## src/rtl/simd_pkg.sv

```systemverilog
package simd_pkg;

    localparam logic [2:0] OP_ADD  = 3'd0;
    localparam logic [2:0] OP_SUB  = 3'd1;
    localparam logic [2:0] OP_ABS  = 3'd2;
    localparam logic [2:0] OP_HADD = 3'd3;
    localparam logic [2:0] OP_HSUB = 3'd4;

    typedef enum logic [1:0] {
        PART_BYTE = 2'd0,
        PART_HALF = 2'd1,
        PART_WORD = 2'd2
    } part_e;

    typedef struct packed {
        logic [2:0] op;
        logic       sgn;
        logic       sat;
        logic       rnd;
    } lane_ctl_t;

    function automatic part_e part_of(input logic [1:0] sel);
        case (sel)
            2'd0:    return PART_BYTE;
            2'd1:    return PART_HALF;
            default: return PART_WORD;
        endcase
    endfunction

    function automatic logic is_halving(input logic [2:0] op);
        return (op == OP_HADD) || (op == OP_HSUB);
    endfunction

endpackage

```

## src/rtl/simd_lane_alu.sv

```systemverilog
module simd_lane_alu
    import simd_pkg::*;
#(
    parameter int unsigned W = 8
) (
    input  lane_ctl_t      ctl,
    input  logic [W-1:0]   a,
    input  logic [W-1:0]   b,
    output logic [W-1:0]   res,
    output logic           ovf
);
    localparam int unsigned XW = W + 2;

    logic          ext_a, ext_b;
    logic [XW-1:0] xa, xb, sum, dif, hsum, hdif;
    logic [W-1:0]  smax, smin, wrap_val, clamp_val, mag;

    always_comb begin
        ext_a = ctl.sgn & a[W-1];
        ext_b = ctl.sgn & b[W-1];
        xa    = {ext_a, ext_a, a};
        xb    = {ext_b, ext_b, b};
        sum   = xa + xb;
        dif   = xa - xb;
        hsum  = sum + {{(XW-1){1'b0}}, ctl.rnd};
        hdif  = dif + {{(XW-1){1'b0}}, ctl.rnd};
        smax  = {1'b0, {(W-1){1'b1}}};
        smin  = {1'b1, {(W-1){1'b0}}};
        mag   = a[W-1] ? (~a + 1'b1) : a;

        ovf       = 1'b0;
        wrap_val  = '0;
        clamp_val = '0;
        case (ctl.op)
            OP_ADD: begin
                wrap_val = sum[W-1:0];
                if (ctl.sgn) begin
                    ovf       = (a[W-1] == b[W-1]) && (sum[W-1] != a[W-1]);
                    clamp_val = a[W-1] ? smin : smax;
                end else begin
                    ovf       = sum[W];
                    clamp_val = '1;
                end
            end
            OP_SUB: begin
                wrap_val = dif[W-1:0];
                if (ctl.sgn) begin
                    ovf       = (a[W-1] != b[W-1]) && (dif[W-1] != a[W-1]);
                    clamp_val = a[W-1] ? smin : smax;
                end else begin
                    ovf       = dif[W];
                    clamp_val = '0;
                end
            end
            OP_ABS: begin
                wrap_val  = mag;
                ovf       = (a == smin);
                clamp_val = smax;
            end
            OP_HADD: wrap_val = hsum[W:1];
            OP_HSUB: wrap_val = hdif[W:1];
            default: wrap_val = '0;
        endcase
        res = (ovf && ctl.sat) ? clamp_val : wrap_val;
    end
endmodule

```

## src/rtl/simd_lane_bank.sv

```systemverilog
module simd_lane_bank
    import simd_pkg::*;
#(
    parameter int unsigned W      = 8,
    parameter int unsigned WORD_W = 32
) (
    input  lane_ctl_t          ctl,
    input  logic [WORD_W-1:0]  a,
    input  logic [WORD_W-1:0]  b,
    output logic [WORD_W-1:0]  res,
    output logic               ovf_any
);
    localparam int unsigned N = WORD_W / W;

    logic [N-1:0] lane_ovf;

    for (genvar k = 0; k < N; k++) begin : g_lane
        simd_lane_alu #(.W(W)) u_alu (
            .ctl (ctl),
            .a   (a[k*W +: W]),
            .b   (b[k*W +: W]),
            .res (res[k*W +: W]),
            .ovf (lane_ovf[k])
        );
    end

    assign ovf_any = |lane_ovf;
endmodule

```

## src/rtl/simd_addsub.sv

```systemverilog
module simd_addsub
    import simd_pkg::*;
#(
    parameter int unsigned WORD_W     = 32,
    parameter int unsigned STATUS_W   = 32,
    parameter int unsigned STICKY_POS = 20
) (
    input  logic                clk,
    input  logic                rst,
    input  logic                valid_i,
    input  logic [2:0]          op_i,
    input  logic [1:0]          lane_i,
    input  logic                signed_i,
    input  logic                sat_i,
    input  logic                round_i,
    input  logic [WORD_W-1:0]   a_i,
    input  logic [WORD_W-1:0]   b_i,
    output logic [WORD_W-1:0]   result_o,
    output logic [STATUS_W-1:0] status_o
);
    localparam int unsigned NPART = 3;

    lane_ctl_t            ctl;
    logic [WORD_W-1:0]    part_res [NPART];
    logic [NPART-1:0]     part_ovf;
    part_e                part_sel;
    logic [WORD_W-1:0]    result_q;
    logic [STATUS_W-1:0]  status_q;

    assign ctl = '{op: op_i, sgn: signed_i, sat: sat_i, rnd: round_i};

    for (genvar g = 0; g < NPART; g++) begin : g_part
        simd_lane_bank #(.W(8 << g), .WORD_W(WORD_W)) u_bank (
            .ctl     (ctl),
            .a       (a_i),
            .b       (b_i),
            .res     (part_res[g]),
            .ovf_any (part_ovf[g])
        );
    end

    assign part_sel = part_of(lane_i);

    always_ff @(posedge clk) begin
        if (rst) begin
            result_q <= '0;
            status_q <= '0;
        end else if (valid_i) begin
            result_q <= part_res[part_sel];
            if (part_ovf[part_sel])
                status_q[STICKY_POS] <= 1'b1;
        end
    end

    assign result_o = result_q;
    assign status_o = status_q;

    // the overflow flag never clears without reset
    p_sticky_hold_r6: assert property (@(posedge clk) disable iff (rst)
        status_q[STICKY_POS] |=> status_q[STICKY_POS]);

    // halving operations leave status unchanged
    p_halving_quiet_r7: assert property (@(posedge clk) disable iff (rst)
        (valid_i && is_halving(op_i)) |=> (status_q == $past(status_q)));

    // result holds when no operation is accepted
    p_idle_hold_r9: assert property (@(posedge clk) disable iff (rst)
        !valid_i |=> $stable(result_q));

    // unsigned saturating add never falls below the first operand
    p_usat_add_r3: assert property (@(posedge clk) disable iff (rst)
        (valid_i && op_i == OP_ADD && !signed_i && sat_i && lane_i[1])
        |=> (result_q >= $past(a_i)));

    // unsigned saturating subtract never exceeds the first operand
    p_usat_sub_r3: assert property (@(posedge clk) disable iff (rst)
        (valid_i && op_i == OP_SUB && !signed_i && sat_i && lane_i[1])
        |=> (result_q <= $past(a_i)));

    // saturating absolute value of a full word is never negative
    p_abs_nonneg_r5: assert property (@(posedge clk) disable iff (rst)
        (valid_i && op_i == OP_ABS && sat_i && lane_i[1])
        |=> !result_q[WORD_W-1]);

    // undefined codes produce zero
    p_undef_zero_r8: assert property (@(posedge clk) disable iff (rst)
        (valid_i && op_i > OP_HSUB) |=> (result_q == '0));
endmodule

```

## config.mk

```make
export PLATFORM = sky130hd
export DESIGN_NAME = simd_addsub
export DESIGN_NICKNAME = d
export VERILOG_FILES = /design/src/rtl/simd_pkg.sv /design/src/rtl/simd_lane_alu.sv /design/src/rtl/simd_lane_bank.sv /design/src/rtl/simd_addsub.sv
export SDC_FILE = /design/constraint.sdc
export NUM_CORES = 1
export LEC_CHECK = 0
export ABC_AREA = 1
export BUFFER_PORTS_ARGS = -buffer_cell sky130_fd_sc_hd__buf_2
export CAP_MARGIN = 0
export CORE_MARGIN = 10
export CORE_UTILIZATION = 25
export DETAILED_ROUTE_END_ITERATION = 16
export PLACE_DENSITY_LB_ADDON = 0.25
export RECOVER_POWER = 25
export SYNTH_ARGS = -nofsm -noshare
export SYNTH_HDL_FRONTEND = slang
export SYNTH_SLANG_ARGS = --single-unit
```

## constraint.sdc

```tcl
create_clock -name clk -period 2.89 [get_ports clk]
set_input_delay 0.289 -clock clk [delete_from_list [all_inputs] [get_ports clk]]
set_output_delay 0.289 -clock clk [all_outputs]
set_load 0.05 [all_outputs]
```

==> results of run 1 <==
## where the power goes
part / total, mW / leakage (nW) / switching [mW] / internal (mW)
Combinational: 5.77 / 12.2 / 3.46 / 2.31
Clock: 0.510 / 0.0706 / 0.194 / 0.316
Sequential: 0.520 / 0.274 / 0.0226 / 0.497
## worst max path at each step
stage | end | slack (ps) | start
2_1_floorplan | result_o[27] | 0.4 | a_i[0]
3_3_place_gp | result_o[28] | -630 | b_i[18]
3_5_place_dp | result_o[28] | -650 | b_i[18]
4_1_cts | result_o[27] | -170 | a_i[0]
5_1_grt | result_o[27] | -450 | a_i[0]
6_report | result_o[27] | -270 | a_i[0]
## layout make-up
class / instances / area share (%)
diodes: 1 / 0.01049
clock buffers: 6 / 0.5402
clock inverters: 2 / 0.04196
inverters: 449 / 7.170
multi-input cells: 2440 / 58.47
flip-flops and latches: 33 / 2.769
well taps: 782 / 4.102
repair buffers: 864 / 26.90
## cell families after synthesis
family                   count (synthesis)
AO/OA/AOI/OAI                          546
buffers and inverters                  598
AND/OR/NAND/NOR                       1719
other                                    1
adder cells (fa/ha/maj)                 87
XOR/XNOR                                57
flip-flops                              33
## synth_stat cells (all sizes together) (2+ instances only)
master,instances
a211oi,6
a21boi,4
a21o,2
a21oi,240
a221oi,3
a31o,2
a31oi,18
a32o,3
and2,7
and3,2
buf,99
clkbuf,50
clkinv,10
dfxtp,33
fa,8
ha,79
inv,439
nand2,964
nand3,377
nand3b,6
nand4,44
nor2,263
nor3,30
nor3b,2
nor4,9
o2111ai,4
o211ai,20
o21ai,211
o21bai,11
o221ai,3
o22ai,13
o31ai,2
or2,15
xnor2,8
xor2,49
## stage by stage
step           power [mW]  util [%]
6_report            6.796     39.45
5_1_grt             7.289     39.45
4_1_cts             6.410     37.42
3_5_place_dp        5.653     35.81
3_3_place_gp        5.654     35.81
2_1_floorplan       3.191         -
## what timing repair did
action                                  4_1_cts  5_1_grt
endpoints found under the setup margin       33       33
pin swaps                                    61       72
setup buffers                                24       17
gates resized for setup                     190      295
## sequential cells by signal, indices dropped and copies added (netlist names)
signal    flops
result_o     32
status_o      1
## routing by layer
layer  share of wire, %  track usage (%)  wire length, µm
met2                 47            40.59            41120
met1                 40            28.28            35780
met4                7.5            14.56             6605
met5             0.0091                0                8
met3                5.5            2.128             4859
==> metrics.md, run 1 <==
| Metric | Value |
|---|---|
| Setup CP Type | in -> reg |
| R2R setup slack | 2200 ps |
| Clock-pin transition on the worst setup and hold timing paths | 50 ps |
| RR Startpoint | result_o[25] |
| Failing checks | setup timing |
| Hold-fix buffers, CTS | 0 |
| Final net count | 3,955 |
| Synth warn | 0 |
| Highest clock rate | 316.4 MHz |
| Max-cap violations | 0 |
| GRT overflow | 0 |
| Vias in the first global route | 21,664 |
| Critical path capture point type | flip-flop |
| Core footprint | 60,470 µm² |
| EDFF count, synth | 0 |
| Final hold violation count | 0 |
| Final Cell Area | 23,860 µm² |
| Status | complete, but fails checks |
| Crit path max-delay family | simple AND/OR/NAND/NOR gates |
| Avg Vias per Cell | 4.960 |
| Routed len/inst | 19.31 µm |
| Predominant post-synthesis flop cell | dfxtp_1 |
| CTS tree | built |
| DRT Wirelength | 88,370 µm |
| Die X | 267.6 µm |
| FP Rows | 90 |
| Sequential-to-total area share from yosys stat | 4.312% |
| Synth Area in Simple Gates | 48.79% |
| Drc violations | 0 |
| Post-Place Cell Area | 21,650 µm² |
| Critical path data required time | 3100 ps |
| CTS Root Cell | clkbuf_16 |
| Compound-cell area share of the yosys netlist | 19.68% |
| Fin worst setup slack | -270.3 ps |
| Largest family of logic cells by synthesized area | simple AND/OR/NAND/NOR gates |
| Slowest CP cell | fa_2 |
| Leakage Power | 12.50 nW |
| Max VDD drop | 0.2027 mV |
| Pin slew with the least headroom to its limit | 823.3 ps |
| Final Cycle Share | 109.4% |
| Crit Path Max Fanout | 8 |
| Cell taking the most area after synthesis | nand2_1 |
| Clock buffer depth | 2 |
| Synth Instances | 3,041 |
| Drt first pass iters | 7 |
| Syn Area/Cell | 5.039 µm² |
| Die Footprint | 71,590 µm² |
| Mapped cell area | 15,320 µm² |
| H-tree depth | 2 |
| Sequential cell area | 660.6 µm² |
| Hold Startpoint | rst |
| Startpoint types | primary input |
| Cell count after placement | 4,530 |
| Sink Count | 33 |
| Largest net degree at the start of global routing | 59 |
| Distinct cells, synth | 62 |
| Fill cells | 6,875 |
| Worst-case reg-to-reg path depth | 2 |
| Final Skew | 0 ps |
| Hold Path Stages | 2 |
| WP buf/inv | 7 |
| Ports | 139 |
| RSZ-0062 raised after global routing | yes |
| Total track usage | 23.70% |
| HP Class | in -> reg |
| Final TNS setup | -2386 ps |
| Share of the synthesized area in the top cell type | 23.13% |
| Critical R2R Capture | result_o[25] |
| DRT iter0 DRCs | 2,021 |
| Max_slew headroom | 45.05% |
| Commonest non-fill, non-tap cell in the layout | nand2_1 |
| GP Congestion | 1.045 |
| Layout area overhead | 55.69% |
| Post-Synth Adder-Cell Area | 7.496% |
| Ys async rst share | 0% |
| Hold Path End | result_o[31] |
| Most frequent cells in the layout | nand2_1 (823), buf_4 (732), inv_1 (382) |
| Via count | 22,704 |
| Worst path most repeated cell | nor2_4 |
| Largest stage delay, worst path | 530 ps |
| Port Buf Inserts | 107 |
| Place WS | -654.2 ps |
| WP data arrival | 3370 ps |
| Max-slew violations | 0 |
| Clock Latency Late Sink | 280 ps |
| Detailed Place HPWL | 75,760 µm |
| Synth Area in XOR/XNOR | 3.258% |
| Power Dens Cells | 284.9 nW/µm² |
| Synth area leaders | nand2_1 (23%), nand3_1 (12%), inv_1 (9.9%), a21oi_1 (7.5%), ha_1 (6.5%) |
| Initial Util | 25.34% |
| Post-DRT Antenna Nets | 0 |
| Initial antenna violation count | 1 |
| Finished Layout Cells | 4,577 |
| Die height | 267.6 µm |
| Area taken by multi-input logic gates | 13,950 µm² |
| First-pass GRT wire length | 128,800 µm |
| Share of cells above drive strength 1 | 35.64% |
| Total CTS buffers | 5 |
| Count of final setup violators | 17 |
| Hold WS | 322.0 ps |
| Min cycle time layout | 3160 ps |
| Critical Path Stages | 26 |
| Total of flip-flops plus latches after synthesis | 33 |
| Mux cell area share after synthesis | 0% |
Note: power is estimated with default switching activity, not from simulation.
==> inputs of run 2 (changes only) <==
CELL_PAD_IN_SITES_DETAIL_PLACEMENT = 0   (was unset)
CELL_PAD_IN_SITES_GLOBAL_PLACEMENT = 1   (was unset)
==> metrics.md, run 2 (same netlist as run 1, synthesis figures left out) <==
| Metric | Value |
|---|---|
| Status | complete, but fails checks (unchanged) |
| Failing checks | setup timing (unchanged) |
| Power Internal | 3.230 mW (was 3.119 mW) |
| Die height | 267.6 µm (unchanged) |
| Clock Latency Late Sink | 280 ps (about the same) |
| Critical R2R Capture | result_o[28] (was result_o[25]) |
| Die Footprint | 71,590 µm² (unchanged) |
| Die X | 267.6 µm (unchanged) |
| Logic gate share of total power | 85.1% (was 84.8%) |
| Hold Path End | result_o[31] (unchanged) |
| Critical path data required time | 3100 ps (about the same) |
| Drt first pass iters | 6 (was 7) |
| Post-DRT Antenna Nets | 0 (unchanged) |
| Largest stage delay, worst path | 480 ps (was 530 ps) |
| Hold Path Stages | 2 (unchanged) |
| Share of cells above drive strength 1 | 36.40% (was 35.64%) |
| Sequential cell fraction of total power | 7.4% (was 7.6%) |
| Max_slew headroom | 47.01% (was 45.05%) |
| Min cycle time layout | 3052 ps (was 3160 ps) |
| Critical path capture point type | flip-flop (unchanged) |
| CTS Root Cell | clkbuf_16 (unchanged) |
| Worst-case reg-to-reg path depth | 2 (unchanged) |
| Antenna cells | 0 (was 1) |
| Max VDD drop | 0.2039 mV (was 0.2027 mV) |
| GP Congestion | 1.020 (was 1.045) |
| Commonest non-fill, non-tap cell in the layout | nand2_1 (unchanged) |
| Vias in the first global route | 22,117 (was 21,664) |
| Clock-pin transition on the worst setup and hold timing paths | 50 ps (about the same) |
| GRT overflow | 0 (unchanged) |
| Clock buffer depth | 2 (unchanged) |
| Power Dens Cells | 285.6 nW/µm² (was 284.9 nW/µm²) |
| Largest net degree at the start of global routing | 44 (was 59) |
| FP Rows | 90 (unchanged) |
| Total track usage | 25.04% (was 23.70%) |
| DRT Wirelength | 93,340 µm (was 88,370 µm) |
| Detailed Place HPWL | 79,950 µm (was 75,760 µm) |
| Most frequent cells in the layout | nand2_1 (840), buf_4 (793), inv_1 (375) (was nand2_1 (823), buf_4 (732), inv_1 (382)) |
| RSZ-0062 raised after global routing | yes (unchanged) |
| Avg Vias per Cell | 4.917 (was 4.960) |
| Fin worst setup slack | -161.5 ps (was -270.3 ps) |
| Worst path cell trace | buf_8 -> inv_8 -> ha_4 -> inv_2 -> fa_1 -> inv_2 -> o21ai_2 -> ha_2 -> inv_2 -> nor2_2 -> nand3_2 -> nor2_4 -> nand3_4 -> nor2_4 -> nand2_2 -> nor2_4 -> nand3_4 -> nor2_8 -> nand2_1 -> nand2_1 -> nand3_2 -> nand3_1 -> nand2_1 -> a21oi_1 |
| Final hold violation count | 0 (unchanged) |
| Setup CP Type | in -> reg (unchanged) |
| Final Cycle Share | 105.6% (was 109.4%) |
| Final Skew | 0 ps (unchanged) |
| Final net count | 4,022 (was 3,955) |
| Clock power share | 7.5% (about the same) |
| H-tree depth | 2 (unchanged) |
| Max reg flops | 32 (unchanged) |
| R2R setup slack | 2210 ps (was 2200 ps) |
| Sw Share | 53.69% (was 54.10%) |
| CTS tree | built (unchanged) |
| Highest clock rate | 327.7 MHz (was 316.4 MHz) |
| Drc violations | 0 (unchanged) |
| Via count | 22,826 (was 22,704) |
| WP data arrival | 3260 ps (was 3370 ps) |
| First-pass GRT wire length | 135,200 µm (was 128,800 µm) |
| Routed len/inst | 20.11 µm (was 19.31 µm) |
| HP Class | in -> reg (unchanged) |
| Util after Layout | 40.38% (was 39.45%) |
| Crit Path Max Fanout | 8 (unchanged) |
| Sw Pwr | 3.744 mW (was 3.677 mW) |
| Max-slew violations | 0 (unchanged) |
| Hold Startpoint | rst (unchanged) |
| Ports | 139 (unchanged) |
| Initial Util | 25.34% (unchanged) |
| RR Startpoint | result_o[28] (was result_o[25]) |
| Port Buf Inserts | 107 (unchanged) |
| DRT iter0 DRCs | 1,608 (was 2,021) |
| Max-cap violations | 0 (unchanged) |
| Slowest CP cell | fa_1 (was fa_2) |
| Total CTS buffers | 5 (unchanged) |
| Leakage Power | 12.81 nW (was 12.50 nW) |
| Count of final setup violators | 15 (was 17) |
| Layout area overhead | 59.36% (was 55.69%) |
| Initial antenna violation count | 1 (unchanged) |
| Fill cells | 6,833 (was 6,875) |
| Sink Count | 33 (unchanged) |
| Pin slew with the least headroom to its limit | 794.0 ps (was 823.3 ps) |
| Startpoint types | primary input (unchanged) |
| Final TNS setup | -1096 ps (was -2386 ps) |
| Core footprint | 60,470 µm² (unchanged) |
==> run 2: layout make-up <==
class	instances	area (µm²)	area share [%]
multi-input combinational	2440	13910	56.97
tap	782	978.4	4.007
inverter	449	1708	6.995
sequential	33	660.6	2.706
timing repair buffer	930	7009	28.71
clock buffer	7	142.6	0.5842
timing repair inverter	1	7.507	0.03075
==> run 2: power groups by stage <==
| stage | registers (mW) | logic [mW] | clock network [mW] |
|---|---|---|---|
| after global routing | 0.523 | 6.39 | 0.563 |
| after CTS | 0.518 | 5.64 | 0.542 |
| after floorplan | 0.667 | 2.52 | 0 |
| final | 0.518 | 5.94 | 0.521 |
| after detailed placement | 0.528 | 5.32 | 0 |
| after global placement | 0.528 | 5.33 | 0 |
==> run 2: worst max path at each step <==
stage                               to     from  slack [ps]
after floorplan           result_o[27]   a_i[0]         0.4
after global placement    status_o[20]  a_i[16]        -860
after detailed placement  status_o[20]  a_i[16]        -740
after CTS                 result_o[27]   b_i[0]        -100
after global routing      result_o[31]   b_i[0]        -390
final                     result_o[25]   a_i[0]        -160
==> run 2: worst max-delay path: cells and delay by family <==
kind / cells / cell delay, ps
AO/OA/AOI/OAI: 2 / 260
adder cells (fa/ha/maj): 3 / 790
buffers and inverters: 5 / 270
AND/OR/NAND/NOR: 14 / 1640
==> run 2: timing repair <==
| item | in CTS | in global routing |
|---|---|---|
| endpoints found under the hold margin | 0 | 0 |
| endpoints found under the setup margin | 33 | 33 |
| pin swaps | 60 | 65 |
| hold buffers | 0 | 0 |
| setup buffers | 20 | 14 |
| gates cloned | 1 | 1 |
| resized for setup | 264 | 214 |
==> run 2: layer usage <==
layer  global-route usage [%]  wire length (µm)  up-vias
met5                        0                 0        -
met4                    13.31              6144        0
met3                    2.284              4410      159
met2                    43.90             44350      696
met1                    29.80             38440    10526
li1                         -                 -    11445
==> run 2: metrics by stage <==
stage,setup slack (ps),hold WS [ps],total power [mW],cells,area [µm²]
global route,-385.2,322.4,7.475,4642,24420
CTS,-95.56,312.0,6.698,4627,23520
detailed placement,-737.3,456.9,5.850,4599,22220
finish,-161.5,310.7,6.975,4642,24420
global placement,-855.2,453.2,5.860,4599,22220
floorplan,0.3768,529.6,3.191,3071,15460
==> inputs of run 3 (changes only) <==
PLACE_DENSITY_LB_ADDON = 0.1   (was 0.25)
==> metrics.md, run 3 (same netlist as run 1, synthesis figures left out) <==
| Metric | Value |
|---|---|
| Finished Layout Cells | 4,759 (was 4,642) |
| Drt first pass iters | 8 (was 6) |
| Final net count | 4,137 (was 4,022) |
| FP Rows | 90 (unchanged) |
| Initial antenna violation count | 0 (was 1) |
| Ports | 139 (unchanged) |
| Routed len/inst | 22.07 µm (was 20.11 µm) |
| Worst-case reg-to-reg path depth | 2 (unchanged) |
| Core footprint | 60,470 µm² (unchanged) |
| Leakage Power | 13.54 nW (was 12.81 nW) |
| Final hold violation count | 0 (unchanged) |
| Hold WS | 281.8 ps (was 310.7 ps) |
| Hold Path Stages | 2 (unchanged) |
| RSZ-0062 raised after global routing | yes (unchanged) |
| RR Startpoint | result_o[26] (was result_o[28]) |
| Final Cycle Share | 107.1% (was 105.6%) |
| Highest clock rate | 323.1 MHz (was 327.7 MHz) |
| H-tree depth | 2 (unchanged) |
| Total track usage | 28.48% (was 25.04%) |
| Die Footprint | 71,590 µm² (unchanged) |
| Crit Path Max Fanout | 5 (was 8) |
| Critical R2R Capture | result_o[26] (was result_o[28]) |
| Place WS | -1283 ps (was -737.3 ps) |
| Post-DRT Antenna Nets | 0 (unchanged) |
| Pwr Total | 7.446 mW (was 6.975 mW) |
| Fill cells | 6,696 (was 6,833) |
| Post-Place Cell Area | 22,960 µm² (was 22,220 µm²) |
| Count of final setup violators | 25 (was 15) |
| GRT overflow | 0 (unchanged) |
| Max_slew headroom | 42.34% (was 47.01%) |
| Initial Util | 25.34% (unchanged) |
| Most frequent cells in the layout | buf_4 (889), nand2_1 (808), inv_1 (372) (was nand2_1 (840), buf_4 (793), inv_1 (375)) |
| Max-cap violations | 0 (unchanged) |
| Hold Path End | result_o[31] (unchanged) |
| Max-slew violations | 0 (unchanged) |
| Share of cells above drive strength 1 | 39.61% (was 36.40%) |
| Drc violations | 0 (unchanged) |
| Hold-fix buffers, CTS | 0 (unchanged) |
| Largest net degree at the start of global routing | 55 (was 44) |
| Die height | 267.6 µm (unchanged) |
| Vias in the first global route | 23,756 (was 22,117) |
| DRT Wirelength | 105,000 µm (was 93,340 µm) |
| Startpoint types | primary input (unchanged) |
| Clock Latency Late Sink | 290 ps (was 280 ps) |
| CTS Root Cell | clkbuf_16 (unchanged) |
| Fin worst setup slack | -204.7 ps (was -161.5 ps) |
| Setup CP Type | in -> reg (unchanged) |
| Max VDD drop | 0.2127 mV (was 0.2039 mV) |
| Status | complete, but fails checks (unchanged) |
| First-pass GRT wire length | 151,400 µm (was 135,200 µm) |
| Cell count after placement | 4,683 (was 4,599) |
| Final Skew | 0 ps (unchanged) |
| Total CTS buffers | 5 (unchanged) |
| Failing checks | setup timing (unchanged) |
| Max reg flops | 32 (unchanged) |
| Pin slew with the least headroom to its limit | 864.0 ps (was 794.0 ps) |
| Detailed Place HPWL | 89,970 µm (was 79,950 µm) |
| GP Congestion | 1.007 (was 1.020) |
| CTS tree | built (unchanged) |
| Critical path capture point type | flip-flop (unchanged) |
| DRT iter0 DRCs | 1,661 (was 1,608) |
| HP Class | in -> reg (unchanged) |
| Commonest non-fill, non-tap cell in the layout | buf_4 (was nand2_1) |
| Avg Vias per Cell | 4.975 (was 4.917) |
| Die X | 267.6 µm (unchanged) |
| Layout area overhead | 67.88% (was 59.36%) |
| R2R setup slack | 2220 ps (was 2210 ps) |
| Power Dens Cells | 289.5 nW/µm² (was 285.6 nW/µm²) |
| Sink Count | 33 (unchanged) |
| WP data arrival | 3320 ps (was 3260 ps) |
| Critical path data required time | 3120 ps (was 3100 ps) |
| Clock-pin transition on the worst setup and hold timing paths | 60 ps (was 50 ps) |
| Via count | 23,678 (was 22,826) |
| Port Buf Inserts | 107 (unchanged) |
| Hold Startpoint | rst (unchanged) |
| Final Cell Area | 25,720 µm² (was 24,420 µm²) |
| Clock buffer depth | 2 (unchanged) |
| Min cycle time layout | 3095 ps (was 3052 ps) |
run 3: cell types whose count changed in the layout (fill, tap and decap cells not counted), sizes merged:
cell / previous run / this run
buf: 920 / 1037
clkbuf: 17 / 15
clkinv: 10 / 12
clkinvlp: 2 / 0
diode: 0 / 1
inv: 438 / 439
run 3: how the worst max path moves through the flow:
stage,to,start,cells past startpoint
after detailed placement,result_o[28],a_i[8],21
after global routing,result_o[31],b_i[25],25
after CTS,result_o[27],a_i[0],24
after global placement,result_o[28],a_i[8],21
after floorplan,result_o[27],a_i[0],23
final,result_o[31],b_i[0],25
run 3: area by class of cell:
class	count	area, µm²	share of cell area (%)
multi-input combinational	2440	14180	55.13
sequential	33	660.6	2.568
clock buffer	6	128.9	0.5010
timing repair buffer	1046	8044	31.27
antenna	1	2.502	0.009728
tap	782	978.4	3.804
clock inverter	2	10.01	0.03891
inverter	449	1718	6.678
run 3: critical path: stages:
cell	delay [ps]
buf_4	130
ha_2	190
fa_2	540
nand2_2	60
o21ai_4	70
ha_2	200
inv_2	40
nor2_2	90
nand3_2	90
nor2_2	140
nand3_2	110
nor2_4	140
nand2_2	80
nor2_4	170
nand3_4	120
nor2_8	180
buf_6	120
nand2_2	40
nand2_2	60
nand3_2	60
nand2_1	80
nand2_1	50
nand2_1	70
nand2_2	60
a21oi_2	120
run 3: stage by stage:
stage               setup TNS [ps]  utilization (%)
finish                       -2291            42.54
global route                 -7360            42.53
detailed placement          -35060            37.96
global placement            -35110            37.96
floorplan                        0                -
CTS                          -1155            41.38
run 3: timing repair:
action,CTS,global route
cloned,1,0
pin swaps,94,79
buffers inserted,46,21
endpoints found under the setup margin,33,33
gates resized for setup,407,159
run 3: power by group:
part | internal [mW] | total [mW] | switching (mW)
registers | 0.497 | 0.516 | 0.0191
clock network | 0.317 | 0.528 | 0.211
logic | 2.62 | 6.40 | 3.79
run 3: metal layers:
layer / global-route usage (%) / wire, µm / vias up
li1: - / - / 11673
met1: 32.77 / 42220 / 11156
met2: 53.00 / 52870 / 691
met3: 1.853 / 4114 / 158
met4: 12.75 / 5826 / 0
met5: 0 / 0 / -
